===== src/rtl/code_prune_pkg.sv =====
package code_prune_pkg;

  typedef enum logic [1:0] {
    ST_IDLE,
    ST_SCAN,
    ST_CHECK
  } pruneState_e;

  // strobes from control to datapath
  typedef struct packed {
    logic loadInit;
    logic scanStep;
    logic retryLower;
    logic accept;
    logic reject;
  } pruneCtl_t;

  // status from datapath to control
  typedef struct packed {
    logic lastIdx;
    logic passRemoves;
    logic enough;
    logic widthZero;
  } pruneStat_t;

endpackage


===== src/rtl/code_prune_datapath.sv =====
module code_prune_datapath
  import code_prune_pkg::*;
#(
  parameter int SEG_W = 5
) (
  input  logic                           clk,
  input  logic                           rst_n,
  input  pruneCtl_t                      ctl,
  input  logic                           busy,
  input  logic                           wrEn,
  input  logic [SEG_W-1:0]               wrAddr,
  input  logic [(1<<SEG_W)-1:0]          wrRow,
  output pruneStat_t                     stat,
  output logic [$clog2(SEG_W+1)-1:0]     resWidth,
  output logic                           resFail,
  output logic [(1<<SEG_W)-1:0]          resMask
);

  localparam int NV = 1 << SEG_W;
  localparam int MW = $clog2(SEG_W + 1);
  localparam int CW = $clog2(NV + 1);

  logic [NV-1:0]    adjMem [NV];
  logic [NV-1:0]    alive;
  logic [SEG_W-1:0] scanIdx;
  logic [MW-1:0]    curWidth;
  logic             removed;

  logic [CW-1:0]    succCnt;
  logic [CW-1:0]    aliveCnt;
  logic [CW-1:0]    needCnt;
  logic             killNow;

  function automatic logic [CW-1:0] popCount(input logic [NV-1:0] vec);
    logic [CW-1:0] acc;
    acc = '0;
    for (int i = 0; i < NV; i++) acc = acc + CW'(vec[i]);
    return acc;
  endfunction

  // adjacency storage, writable only while idle
  always_ff @(posedge clk) begin
    if (wrEn && !busy) adjMem[wrAddr] <= wrRow;
  end

  always_comb begin
    succCnt  = popCount(adjMem[scanIdx] & alive);
    aliveCnt = popCount(alive);
    needCnt  = CW'(1) << curWidth;
    killNow  = alive[scanIdx] && (succCnt < needCnt);
  end

  assign stat.lastIdx     = &scanIdx;
  assign stat.passRemoves = removed | killNow;
  assign stat.enough      = aliveCnt >= needCnt;
  assign stat.widthZero   = curWidth == '0;

  // working state of the search
  always_ff @(posedge clk or negedge rst_n) begin
    if (!rst_n) begin
      alive    <= '0;
      scanIdx  <= '0;
      curWidth <= '0;
      removed  <= 1'b0;
    end else if (ctl.loadInit) begin
      alive    <= '1;
      scanIdx  <= '0;
      curWidth <= MW'(SEG_W - 1);
      removed  <= 1'b0;
    end else if (ctl.retryLower) begin
      alive    <= '1;
      scanIdx  <= '0;
      curWidth <= curWidth - 1'b1;
      removed  <= 1'b0;
    end else if (ctl.scanStep) begin
      if (killNow) alive[scanIdx] <= 1'b0;
      scanIdx <= scanIdx + 1'b1;
      removed <= stat.lastIdx ? 1'b0 : (removed | killNow);
    end
  end

  // result registers
  always_ff @(posedge clk or negedge rst_n) begin
    if (!rst_n) begin
      resWidth <= '0;
      resFail  <= 1'b0;
      resMask  <= '0;
    end else if (ctl.accept) begin
      resWidth <= curWidth;
      resFail  <= 1'b0;
      resMask  <= alive;
    end else if (ctl.reject) begin
      resWidth <= '0;
      resFail  <= 1'b1;
      resMask  <= alive;
    end
  end


  alive_shrink_chk: assert property (@(posedge clk) disable iff (!rst_n)
    ctl.scanStep |=> ((alive & ~$past(alive)) == '0));


  accept_size_chk: assert property (@(posedge clk) disable iff (!rst_n)
    ctl.accept |=> ($countones(resMask) >= (1 << resWidth)));


  reject_empty_chk: assert property (@(posedge clk) disable iff (!rst_n)
    ctl.reject |=> (resMask == '0 && resWidth == '0 && resFail));


  no_underflow_chk: assert property (@(posedge clk) disable iff (!rst_n)
    ctl.retryLower |-> (curWidth != '0));

endmodule


===== src/rtl/code_prune_control.sv =====
module code_prune_control
  import code_prune_pkg::*;
(
  input  logic       clk,
  input  logic       rst_n,
  input  logic       start,
  input  pruneStat_t stat,
  output pruneCtl_t  ctl,
  output logic       busy,
  output logic       done
);

  pruneState_e state, stateNxt;

  always_comb begin
    ctl      = '0;
    stateNxt = state;
    unique case (state)
      ST_IDLE: begin
        if (start) begin
          ctl.loadInit = 1'b1;
          stateNxt     = ST_SCAN;
        end
      end
      ST_SCAN: begin
        ctl.scanStep = 1'b1;
        if (stat.lastIdx && !stat.passRemoves) stateNxt = ST_CHECK;
      end
      ST_CHECK: begin
        if (stat.enough) begin
          ctl.accept = 1'b1;
          stateNxt   = ST_IDLE;
        end else if (stat.widthZero) begin
          ctl.reject = 1'b1;
          stateNxt   = ST_IDLE;
        end else begin
          ctl.retryLower = 1'b1;
          stateNxt       = ST_SCAN;
        end
      end
      default: stateNxt = ST_IDLE;
    endcase
  end

  always_ff @(posedge clk or negedge rst_n) begin
    if (!rst_n) begin
      state <= ST_IDLE;
      done  <= 1'b0;
    end else begin
      state <= stateNxt;
      done  <= ctl.accept | ctl.reject;
    end
  end

  assign busy = state != ST_IDLE;


  done_pulse_chk: assert property (@(posedge clk) disable iff (!rst_n)
    done |=> !done);


  done_idle_chk: assert property (@(posedge clk) disable iff (!rst_n)
    done |-> !busy);


  check_once_chk: assert property (@(posedge clk) disable iff (!rst_n)
    (state == ST_CHECK) |=> (state != ST_CHECK));

endmodule


===== src/rtl/code_prune_top.sv =====
module code_prune_top
  import code_prune_pkg::*;
#(
  parameter int SEG_W = 5
) (
  input  logic                       clk,
  input  logic                       rst_n,
  input  logic                       wrEn,
  input  logic [SEG_W-1:0]           wrAddr,
  input  logic [(1<<SEG_W)-1:0]      wrRow,
  input  logic                       start,
  output logic                       busy,
  output logic                       done,
  output logic [$clog2(SEG_W+1)-1:0] bestWidth,
  output logic                       failed,
  output logic [(1<<SEG_W)-1:0]      aliveMask
);

  pruneCtl_t  ctl;
  pruneStat_t stat;

  code_prune_control ctrl_i (
    .clk   (clk),
    .rst_n (rst_n),
    .start (start),
    .stat  (stat),
    .ctl   (ctl),
    .busy  (busy),
    .done  (done)
  );

  code_prune_datapath #(.SEG_W(SEG_W)) dp_i (
    .clk      (clk),
    .rst_n    (rst_n),
    .ctl      (ctl),
    .busy     (busy),
    .wrEn     (wrEn),
    .wrAddr   (wrAddr),
    .wrRow    (wrRow),
    .stat     (stat),
    .resWidth (bestWidth),
    .resFail  (failed),
    .resMask  (aliveMask)
  );

endmodule


===== config.mk =====
export PLATFORM = sky130hd
export DESIGN_NAME = code_prune_top
export DESIGN_NICKNAME = d
export VERILOG_FILES = /design/src/rtl/code_prune_pkg.sv /design/src/rtl/code_prune_datapath.sv /design/src/rtl/code_prune_control.sv /design/src/rtl/code_prune_top.sv
export SDC_FILE = /design/constraint.sdc
export NUM_CORES = 1
export LEC_CHECK = 0
export BUFFER_PORTS_ARGS = -buffer_cell sky130_fd_sc_hd__buf_2
export CORE_UTILIZATION = 59
export CTS_CLUSTER_DIAMETER = 80
export CTS_CLUSTER_SIZE = 20
export DETAILED_ROUTE_END_ITERATION = 6
export PLACE_DENSITY = 0.73
export SLEW_MARGIN = 5
export SYNTH_ARGS = -nofsm -noshare
export SYNTH_HDL_FRONTEND = slang
export SYNTH_HIERARCHICAL = 1
export SYNTH_SLANG_ARGS = --single-unit

===== constraint.sdc =====
create_clock -name clk -period 11.3 [get_ports clk]
set_input_delay 3.39 -clock clk [delete_from_list [all_inputs] [get_ports clk]]
set_output_delay 3.39 -clock clk [all_outputs]
set_load 0.03 [all_outputs]

**After elaboration in Yosys (flattened, before gate mapping)**

Memories as Yosys holds them, arrays and structs flattened.
Index checks and enable logic that the tools add are counted.

- $add $sub $neg: 64
- Magnitude comparators: 4
- Equal/unequal tests: 4
- Shift operators: 1
- Multiplexer cells: 39
- Bitwise operators: 5
- Reductions and logical operators: 16

Operators by type and width:

| cell | count |
|---|---|
| $add 6x1->6 | 60 |
| $mux 32 | 6 |
| $and 32x32->32 | 2 |
| $not 32->32 | 1 |
| $mux 1 | 19 |
| $mux 3 | 5 |
| $mux 5 | 3 |
| $ge 6x6->1 | 1 |
| $lt 5x6->1 const B | 1 |
| $lt 6x6->1 | 1 |
| $mux 2 | 3 |
| $pmux 2 s3 | 1 |
| $reduce_bool 2->1 | 3 |
| $reduce_bool 3->1 | 2 |
| $shl 1x3->6 const A | 1 |
| $add 5x1->5 const B | 1 |
| $bmux 1 s5 | 1 |
| $demux 1 s5 | 1 |
| $ge 5x1->1 const B | 1 |
| $reduce_and 5->1 | 1 |
| $add 1x1->2 | 2 |
| $logic_and 1x1->1 | 4 |
| $reduce_and 2->1 | 2 |
| $logic_not 3->1 | 1 |
| other kinds (8) | 10 |

- Register bits: 80
- Bits in writable memories: 1024
- Input port bits: 41
- Memories: 1

Memories:

| memory | depth | bits a word | rd ports | clocked after memory_dff | wr ports | line | source |
|---|---|---|---|---|---|---|---|
| dp_i.adjMem | 32 | 32 | 1 | 0 | 1 | code_prune_datapath.sv:23 | `logic [NV-1:0] adjMem [NV];` |

**Longest topological paths before layout**

Gate-level depths: netlist of the first run.
An unclocked memory read counts as a cell.

- Depth after elaboration: 40
- Mapped depth: 32
- Mapped depth without buffers: 30

**Modules after synthesis**

The synthesis of the first run kept the hierarchy.

By module, submodules not included:

| module | times used | cells an instance | area an instance (um^2) | sequential area each (um^2) |
|---|---|---|---|---|
| code_prune_datapath | 1 | 2114 | 43973.4 | 32676.3 |
| code_prune_control | 1 | 19 | 192.7 | 75.1 |

**Worst setup path before layout of the first run**

Ideal clock, no wire load.

- Path type: register to register
- From: reg dp_i.scanIdx[0]
- To: reg ctrl_i.state[0]
- Setup time: 0.096 ns
- Arrival: 7.202 ns
- Data required time: 11.204 ns
- Path slack: 4.003 ns
- Cell stages (with the launch flop): 30
- Path buffers: 3
- Clock period less this slack: 7.297 ns
- Cells stage by stage: dfrtp_1 -> buf_6 -> buf_4 -> buf_2 -> mux4_2 -> a22oi_1 -> nand4_1 -> nand2_1 -> fa_1 -> fa_1 -> inv_1 -> fa_1 -> inv_1 -> fa_1 -> fa_1 -> fa_1 -> inv_1 -> ha_1 -> fa_1 -> a21o_1 -> a21oi_1 -> xnor2_1 -> ha_1 -> a21oi_1 -> o21ai_0 -> nand2_1 -> nand2_1 -> o21bai_1 -> and3b_1 -> o32ai_2

RTL lines:

| item | line | source |
|---|---|---|
| start: declaration | code_prune_datapath.sv:25 | `logic [SEG_W-1:0] scanIdx;` |
| start signal: assignment | code_prune_datapath.sv:77 | `scanIdx <= scanIdx + 1'b1;` |
| end signal: assignment | code_prune_control.sv:50 | `state <= stateNxt;` |
| end: declaration | code_prune_control.sv:13 | `pruneState_e state, stateNxt;` |

==> results of run 1 <==
-- worst max-delay path, delay by kind of cell (launching register included) --
kind                       cells  cell delay [ns]
DFF                            1             0.64
AOI/OAI and AO/OA              7             1.04
xor gates and xnor gates       1             0.16
buffers and inverters          3             0.72
and+or+nand+nor                7             2.39
adders and majority gates      9             3.91
-- flip-flops by register name, indices dropped and copies added (netlist names) --
name           flops
dp_i/resMask      32
dp_i/adjMem     1024
dp_i/resWidth      3
ctrl_i/state       2
dp_i/alive        32
ctrl_i/done        1
dp_i/scanIdx       5
dp_i/curWidth      3
dp_i/resFail       1
dp_i/removed       1
-- metrics by stage --
| stage | instances | area (um2) | setup slack [ns] | hold slack (ns) |
|---|---|---|---|---|
| 3_5_place_dp | 3113 | 46000 | 2.35 | 0.465 |
| 4_1_cts | 3203 | 47800 | 2.32 | 0.483 |
| 6_report | 3205 | 47800 | 2.32 | 0.477 |
| 5_1_grt | 3204 | 47800 | 1.84 | 0.507 |
| 3_3_place_gp | 3113 | 46000 | 2.42 | 0.458 |
| 2_1_floorplan | 2133 | 44200 | 4.00 | 0.526 |
-- cells by family after synthesis --
| group | synth area share [%] |
|---|---|
| and+or+nand+nor | 2.46 |
| adders and majority gates | 3.17 |
| xor gates and xnor gates | 0.198 |
| DFF | 74.2 |
| AOI/OAI and AO/OA | 4.22 |
| buffers and inverters | 1.93 |
| muxes | 13.9 |
-- area by class of cell --
type                       instances  area (um2)
tap                              959        1200
clock buffer                      82        1750
antenna                            2        5.00
inverter                          73         274
timing repair buffer             138         906
multi-input combinational        839       10900
clock inverter                     8        95.1
sequential                      1104       32800
fill                            4676       25600
-- worst min path at each step --
stage,slack (ns),cells after the start,from,endpoint
global route,0.51,2,dp_i/resMask[25]$_DFFE_PN0P_,dp_i/resMask[25]$_DFFE_PN0P_
global placement,0.46,2,dp_i/resMask[20]$_DFFE_PN0P_,dp_i/resMask[20]$_DFFE_PN0P_
CTS,0.48,2,dp_i/resMask[3]$_DFFE_PN0P_,dp_i/resMask[3]$_DFFE_PN0P_
floorplan,0.53,2,dp_i/removed$_DFFE_PN0P_,dp_i/removed$_DFFE_PN0P_
detailed placement,0.46,2,dp_i/resMask[3]$_DFFE_PN0P_,dp_i/resMask[3]$_DFFE_PN0P_
finish,0.48,2,dp_i/resMask[24]$_DFFE_PN0P_,dp_i/resMask[24]$_DFFE_PN0P_
-- layer usage --
layer / global-route usage [%] / vias up
li1: - / 8871
met1: 41.7 / 11798
met2: 48.3 / 1408
met3: 5.09 / 227
met4: 10.5 / 2
met5: 0 / -
-- synthesized netlist by cell type (22+ instances only) --
cell	instances	share of area, %
a22oi_1	118	2.0
nor2_1	87	0.74
nand2_1	46	0.39
o21ai_0	22	0.25
a31oi_2	30	0.85
clkbuf_1	61	0.52
edfxtp_1	1024	70
nor3_1	35	0.40
dfrtp_1	80	4.5
buf_2	29	0.33
fa_1	48	2.2
mux4_2	258	13
inv_1	73	0.62
ha_1	35	0.99
==> key figures, run 1 <==
Drt
  – Met3 Wirelength: 11,400 um
  – Metal-1 WL: 40,800 um
  – Total via count in the routed design: 22,306
  – Avg Vias per Cell: 6.96
  – DR WL/cell: 34.4 um
  – Drt pass-1 iters: 6
  – DR WL met2: 54,200 um
  – Highest metal used: met5
  – DR iter-0 viols: 3,232
  – DRC Markers: 0
  – Antenna viol nets, final: 0
  – Total routed wirelength: 110,000 um

Setup path
  – Worst r2r src: dp_i/scanIdx[2]$_DFFE_PN0P_
  – Most used cell, CP: fa_1
  – Worst setup endpoint: ctrl_i/state[0]$_DFFE_PN0P_
  – CP max stage delay: 0.76 ns
  – Path depth of the worst reg2reg path: 27
  – Critical Path Sink Type: flop
  – Setup Crit Path Kind: flop to flop
  – Max FO, Critical Path: 21
  – Worst setup path startpoint: dp_i/scanIdx[2]$_DFFE_PN0P_
  – CP startpoint kind: flop
  – Worst flop-to-flop path endpoint: ctrl_i/state[0]$_DFFE_PN0P_
  – CP required: 11.82 ns
  – Reg2reg setup slack: 2.32 ns
  – Arr. time, crit path: 9.50 ns
  – CP max stage cell: and2_2

Cells and area
  – Most frequent cells in the layout: edfxtp_1 (1,024), mux4_2 (258), a22oi_1 (118)
  – Final Util: 65.1%
  – Layout cell share with drive strength beyond 1: 25.4%
  – Nets: 2,346
  – Most common cell after layout, fill and taps aside: edfxtp_1
  – Synthesis-to-finish area growth: 8.33%

Yosys
  – Ys Warns: 6
  – Post-Syn Area: 0.0442 mm2
  – Mapped Cells: 2,133
  – Post-synth EDFFs: 1,024
  – Syn nets: 2,257
  – Register bit total from synthesis: 1,104
  – Post-synth cell types: 51
  – Sequential cell area fraction in the yosys report: 74.2%
  – Post-synth top flop: edfxtp_1
  – Ys async rst share: 7.25%
  – Syn_area_per_cell: 20.7 um2

Clock tree
  – Clk root buf: clkbuf_16
  – Clock Latency Late Sink: 0.62 ns
  – CTS tree: built
  – Hold Buf Count CTS: 0
  – Clk sink count: 1,104
  – Worst-path clk slew: 0.09 ns
  – Max Root-Sink Buffers: 3
  – Resized Gates After CTS: 0
  – Setup Buffers After CTS: 0
  – Inserted Clock Buffers: 66
  – CTS H-tree lvls: 3

STA
  – Slew Limit Headroom: 29.0%
  – RSZ-0062 raised after global routing: false
  – Final Hold Vio Count: 0
  – Final Max Slew Viols: 0
  – Post-layout min period: 8.98 ns
  – Setup_tns: 0 ns
  – Fmax: 111 MHz
  – Final worst path period share: 79.4%
  – Final Skew: 0.0260 ns
  – Setup violators final: 0
  – Worst Tran Pin Value: 1.06 ns

Floorplan
  – Rows: 99
  – Top Ports: 79
  – Die X: 276 um
  – Die Area: 0.0760 mm2
  – Initial core utilization: 60.1%
  – Die span in y: 276 um
  – Core Area: 0.0735 mm2

Place
  – DP Wirelength: 58,900 um
  – GP Congestion: 0.847
  – IO Port Bufs: 78

Global routing
  – Initial antenna violation count: 6
  – Pin count of the biggest net entering global routing: 81
  – First-pass GRT wire length: 157,000 um
  – Remaining global-route overflow: 0
  – Vias in the first global route: 22,158
  – Aggregate global-route resource usage: 29.8%

Job
  – Max-cap viol count: 0

Hold path
  – Hold Path Class: flop to flop

Status
  – Outcome: finished clean
Power of run 1 is not shown: default switching activity piles up to over one toggle a cycle in this logic, so the estimate is an artifact.
==> run 2, diff against run 1 <==
--- a/config.mk
+++ b/config.mk
@@ -5,6 +5,7 @@
 export SDC_FILE = /design/constraint.sdc
 export NUM_CORES = 1
 export LEC_CHECK = 0
+export ABC_AREA = 1
 export BUFFER_PORTS_ARGS = -buffer_cell sky130_fd_sc_hd__buf_2
 export CORE_UTILIZATION = 59
 export CTS_CLUSTER_DIAMETER = 80
==> constraint.sdc (replaced) <==
create_clock -name clk -period 9.2 [get_ports clk]
set_input_delay 2.76 -clock clk [delete_from_list [all_inputs] [get_ports clk]]
set_output_delay 2.76 -clock clk [all_outputs]
set_load 0.03 [all_outputs]
==> run 2 against run 1 <==
Net effect:
- routed wire length is 9.9% higher
- design area is 1.9% higher
- final cell count is 47% higher
- first-iteration DRC count is 41% higher
- synthesized area is 2.8% higher
- utilization is 1.1 points lower
- synthesized cell count is 72% higher
- die area is 2.8% higher
- via count is 34% higher
- sequential share of layout area is 1.2 points lower
- critical endpoint is now dp_i/alive[24]$_DFFE_PN0P_
- register-to-register slack worse by 1.3 ns
- clock skew is 0.0058 ns higher
==> key figures, run 2 <==
STA
  – Worst Tran Pin Value: 1.16 ns (was 1.06 ns)
  – Final Skew: 0.0318 ns (was 0.0260 ns)
  – Final Hold Vio Count: 0 (unchanged)
  – RSZ-0062 raised after global routing: false (unchanged)
  – WHS: 0.480 ns (was 0.477 ns)
  – Slew Limit Headroom: 22.6% (was 29.0%)
  – Post-layout min period: 8.17 ns (was 8.98 ns)
  – Setup violators final: 0 (unchanged)
  – Final worst path period share: 88.9% (was 79.4%)
  – Final Max Slew Viols: 0 (unchanged)
  – Setup_tns: 0 ns (unchanged)
  – Fmax: 122 MHz (was 111 MHz)

Setup path
  – Setup Crit Path Kind: flop to flop (unchanged)
  – Max FO, Critical Path: 111 (was 21)
  – Arr. time, crit path: 8.77 ns (was 9.50 ns)
  – CP required: 9.80 ns (was 11.82 ns)
  – CP startpoint kind: flop (unchanged)
  – Most used cell, CP: fa_1 (unchanged)
  – CP max stage delay: 0.89 ns (was 0.76 ns)
  – CP max stage cell: buf_4 (was and2_2)
  – Critical Path Sink Type: flop (unchanged)

Clock tree
  – Clk sink count: 1,104 (unchanged)
  – CTS H-tree lvls: 2 (was 3)
  – Worst-path clk slew: 0.08 ns (was 0.09 ns)
  – Clock Latency Late Sink: 0.68 ns (was 0.62 ns)
  – Hold Buf Count CTS: 0 (unchanged)
  – Setup Buffers After CTS: 0 (unchanged)
  – CTS tree: built (unchanged)
  – Max Root-Sink Buffers: 3 (unchanged)
  – Inserted Clock Buffers: 61 (was 66)
  – Resized Gates After CTS: 0 (unchanged)
  – Clk root buf: clkbuf_16 (unchanged)

Drt
  – Antenna viol nets, final: 0 (unchanged)
  – DR WL/cell: 25.8 um (was 34.4 um)
  – Avg Vias per Cell: 6.37 (was 6.96)
  – DR iter-0 viols: 4,572 (was 3,232)
  – Drt pass-1 iters: 6 (unchanged)
  – Total via count in the routed design: 29,985 (was 22,306)
  – DRC Markers: 0 (unchanged)
  – Total routed wirelength: 121,000 um (was 110,000 um)

Status
  – Outcome: finished clean (unchanged)

Global routing
  – Pin count of the biggest net entering global routing: 149 (was 81)
  – Initial antenna violation count: 3 (was 6)
  – Vias in the first global route: 27,700 (was 22,158)
  – Aggregate global-route resource usage: 31.0% (was 29.8%)
  – First-pass GRT wire length: 177,000 um (was 157,000 um)
  – Remaining global-route overflow: 0 (unchanged)

Yosys
  – Leading area contributor after synthesis: edfxtp_1 (unchanged)
  – Mapped Cells: 3,668 (was 2,133)
  – Post-synth top flop: edfxtp_1 (unchanged)
  – Most frequent cells after synthesis: edfxtp_1 (1,024), o21ai_0 (627), nor2_1 (607) (was edfxtp_1 (1,024), mux4_2 (258), a22oi_1 (118))
  – Sequential cell area fraction in the yosys report: 72.1% (was 74.2%)
  – Syn_area_per_cell: 12.4 um2 (was 20.7 um2)
  – Ys async rst share: 7.25% (unchanged)
  – Most common cell in the netlist: edfxtp_1 (unchanged)
  – Syn nets: 3,792 (was 2,257)
  – Post-synth EDFFs: 1,024 (unchanged)
  – Synth area leaders: edfxtp_1 (68%), o21ai_0 (6.9%), nor2_1 (5.0%) (was edfxtp_1 (70%), mux4_2 (13%), dfrtp_1 (4.5%))
  – Register bit total from synthesis: 1,104 (unchanged)
  – Post-Syn Area: 0.0454 mm2 (was 0.0442 mm2)
  – Post-synth cell types: 33 (was 51)
  – Post-synth top area share: 67.7% (was 69.6%)
  – Ys Warns: 6 (unchanged)

Cells and area
  – Register area: 0.0328 mm2 (unchanged)
  – Multi-input logic area: 0.0114 mm2 (was 0.0109 mm2)
  – Most frequent cells in the layout: edfxtp_1 (1,024), o21ai_0 (627), nor2_1 (573) (was edfxtp_1 (1,024), mux4_2 (258), a22oi_1 (118))
  – Nets: 3,787 (was 2,346)
  – Most common cell after layout, fill and taps aside: edfxtp_1 (unchanged)
  – Fillers: 5,651 (was 4,676)
  – Diode count: 0 (was 2)
  – Largest regs: dp_i/adjMem (1024), dp_i/alive (32), dp_i/resMask (32) (unchanged)
  – Synthesis-to-finish area growth: 7.30% (was 8.33%)
  – Register with the most flip-flops: dp_i/adjMem (unchanged)
  – Non-filler instance count after layout: 4,705 (was 3,205)
  – Max FFs per register: 1,024 (unchanged)
  – Layout cell share with drive strength beyond 1: 7.62% (was 25.4%)

Power
  – Total power: 17,800 uW
  – Peak VDD IR: 734 uV
  – P_leak: 0.0166 uW
  – Pwr/cell area: 366 mW/mm2

Place
  – DP Wirelength: 67,800 um (was 58,900 um)
  – Post-Place Cells: 4,630 (was 3,113)
  – GP Congestion: 0.882 (was 0.847)
  – IO Port Bufs: 78 (unchanged)

Floorplan
  – Initial core utilization: 59.7% (was 60.1%)
  – Core Area: 0.0761 mm2 (was 0.0735 mm2)
  – Die Area: 0.0781 mm2 (was 0.0760 mm2)
  – Top Ports: 79 (unchanged)
  – Rows: 101 (was 99)
  – Die X: 279 um (was 276 um)
  – Die span in y: 279 um (was 276 um)

Hold path
  – Hold Path Class: flop to flop (unchanged)

Job
  – Max-cap viol count: 0 (unchanged)
==> run 2: power breakdown <==
| part | internal [uW] | switching (uW) | total (uW) |
|---|---|---|---|
| logic | 3290 | 5990 | 9270 |
| clock network | 1220 | 1510 | 2730 |
| registers | 5590 | 222 | 5810 |
==> run 2: layout make-up <==
cell class,count,area share [%]
clock buffers,72,3.28
clock inverters,3,0.0668
inverters,131,1.05
multi-input cells,2207,23.5
flip-flops and latches,1104,67.2
well taps,1030,2.64
repair buffers,158,2.24
==> run 2: layer usage <==
| layer | vias to the layer above | global-route usage, % | share of wire (%) |
|---|---|---|---|
| met1 | 14664 | 46.0 | 39 |
| met5 | - | 0 | 0.011 |
| met2 | 1937 | 46.6 | 45 |
| li1 | 13119 | - | - |
| met3 | 263 | 5.14 | 12 |
| met4 | 2 | 11.8 | 3.6 |
==> run 2: cells by family after synthesis <==
| family | after synthesis | share of synthesized area [%] |
|---|---|---|
| and+or+nand+nor | 1227 | 10.9 |
| DFF | 1104 | 72.1 |
| AOI/OAI and AO/OA | 893 | 10.5 |
| buffers and inverters | 357 | 3.30 |
| adders and majority gates | 83 | 3.08 |
| xor gates and xnor gates | 4 | 0.0771 |
==> run 2: metrics by stage <==
stage / area [um2] / utilization, % / worst slack [ns]
floorplan: 45400 / - / 2.27
global placement: 47100 / 61.9 / 1.35
detailed placement: 47100 / 61.9 / 1.17
CTS: 48700 / 64.1 / 1.15
global route: 48700 / 64.1 / 0.620
finish: 48700 / 64.1 / 1.03
==> run 2: critical path, delay by kind of cell, from the launching register on <==
family / cells / cell delay, ns
compound gates: 7 / 1.18
simple gates: 7 / 1.04
fa+ha+maj: 9 / 4.05
flops: 1 / 0.57
buf+inv: 4 / 1.03
xor+xnor: 1 / 0.16
==> run 2: final timing paths <==
check / from / endpoint / slack (ns) / cells past startpoint
max in group asynchronous: rst_n / dp_i/scanIdx[1]$_DFFE_PN0P_ / 6.15 / 1
min in group asynchronous: rst_n / dp_i/resMask[12]$_DFFE_PN0P_ / 2.28 / 1
worst min-delay path: dp_i/resMask[30]$_DFFE_PN0P_ / dp_i/resMask[30]$_DFFE_PN0P_ / 0.48 / 2
worst max-delay path: dp_i/scanIdx[0]$_DFFE_PN0P_ / dp_i/alive[24]$_DFFE_PN0P_ / 1.03 / 28
worst min register to register: dp_i/resMask[30]$_DFFE_PN0P_ / dp_i/resMask[30]$_DFFE_PN0P_ / 0.48 / 2
worst max register to register: dp_i/scanIdx[0]$_DFFE_PN0P_ / dp_i/alive[24]$_DFFE_PN0P_ / 1.03 / 28
Power figures use the tool's default switching activity.
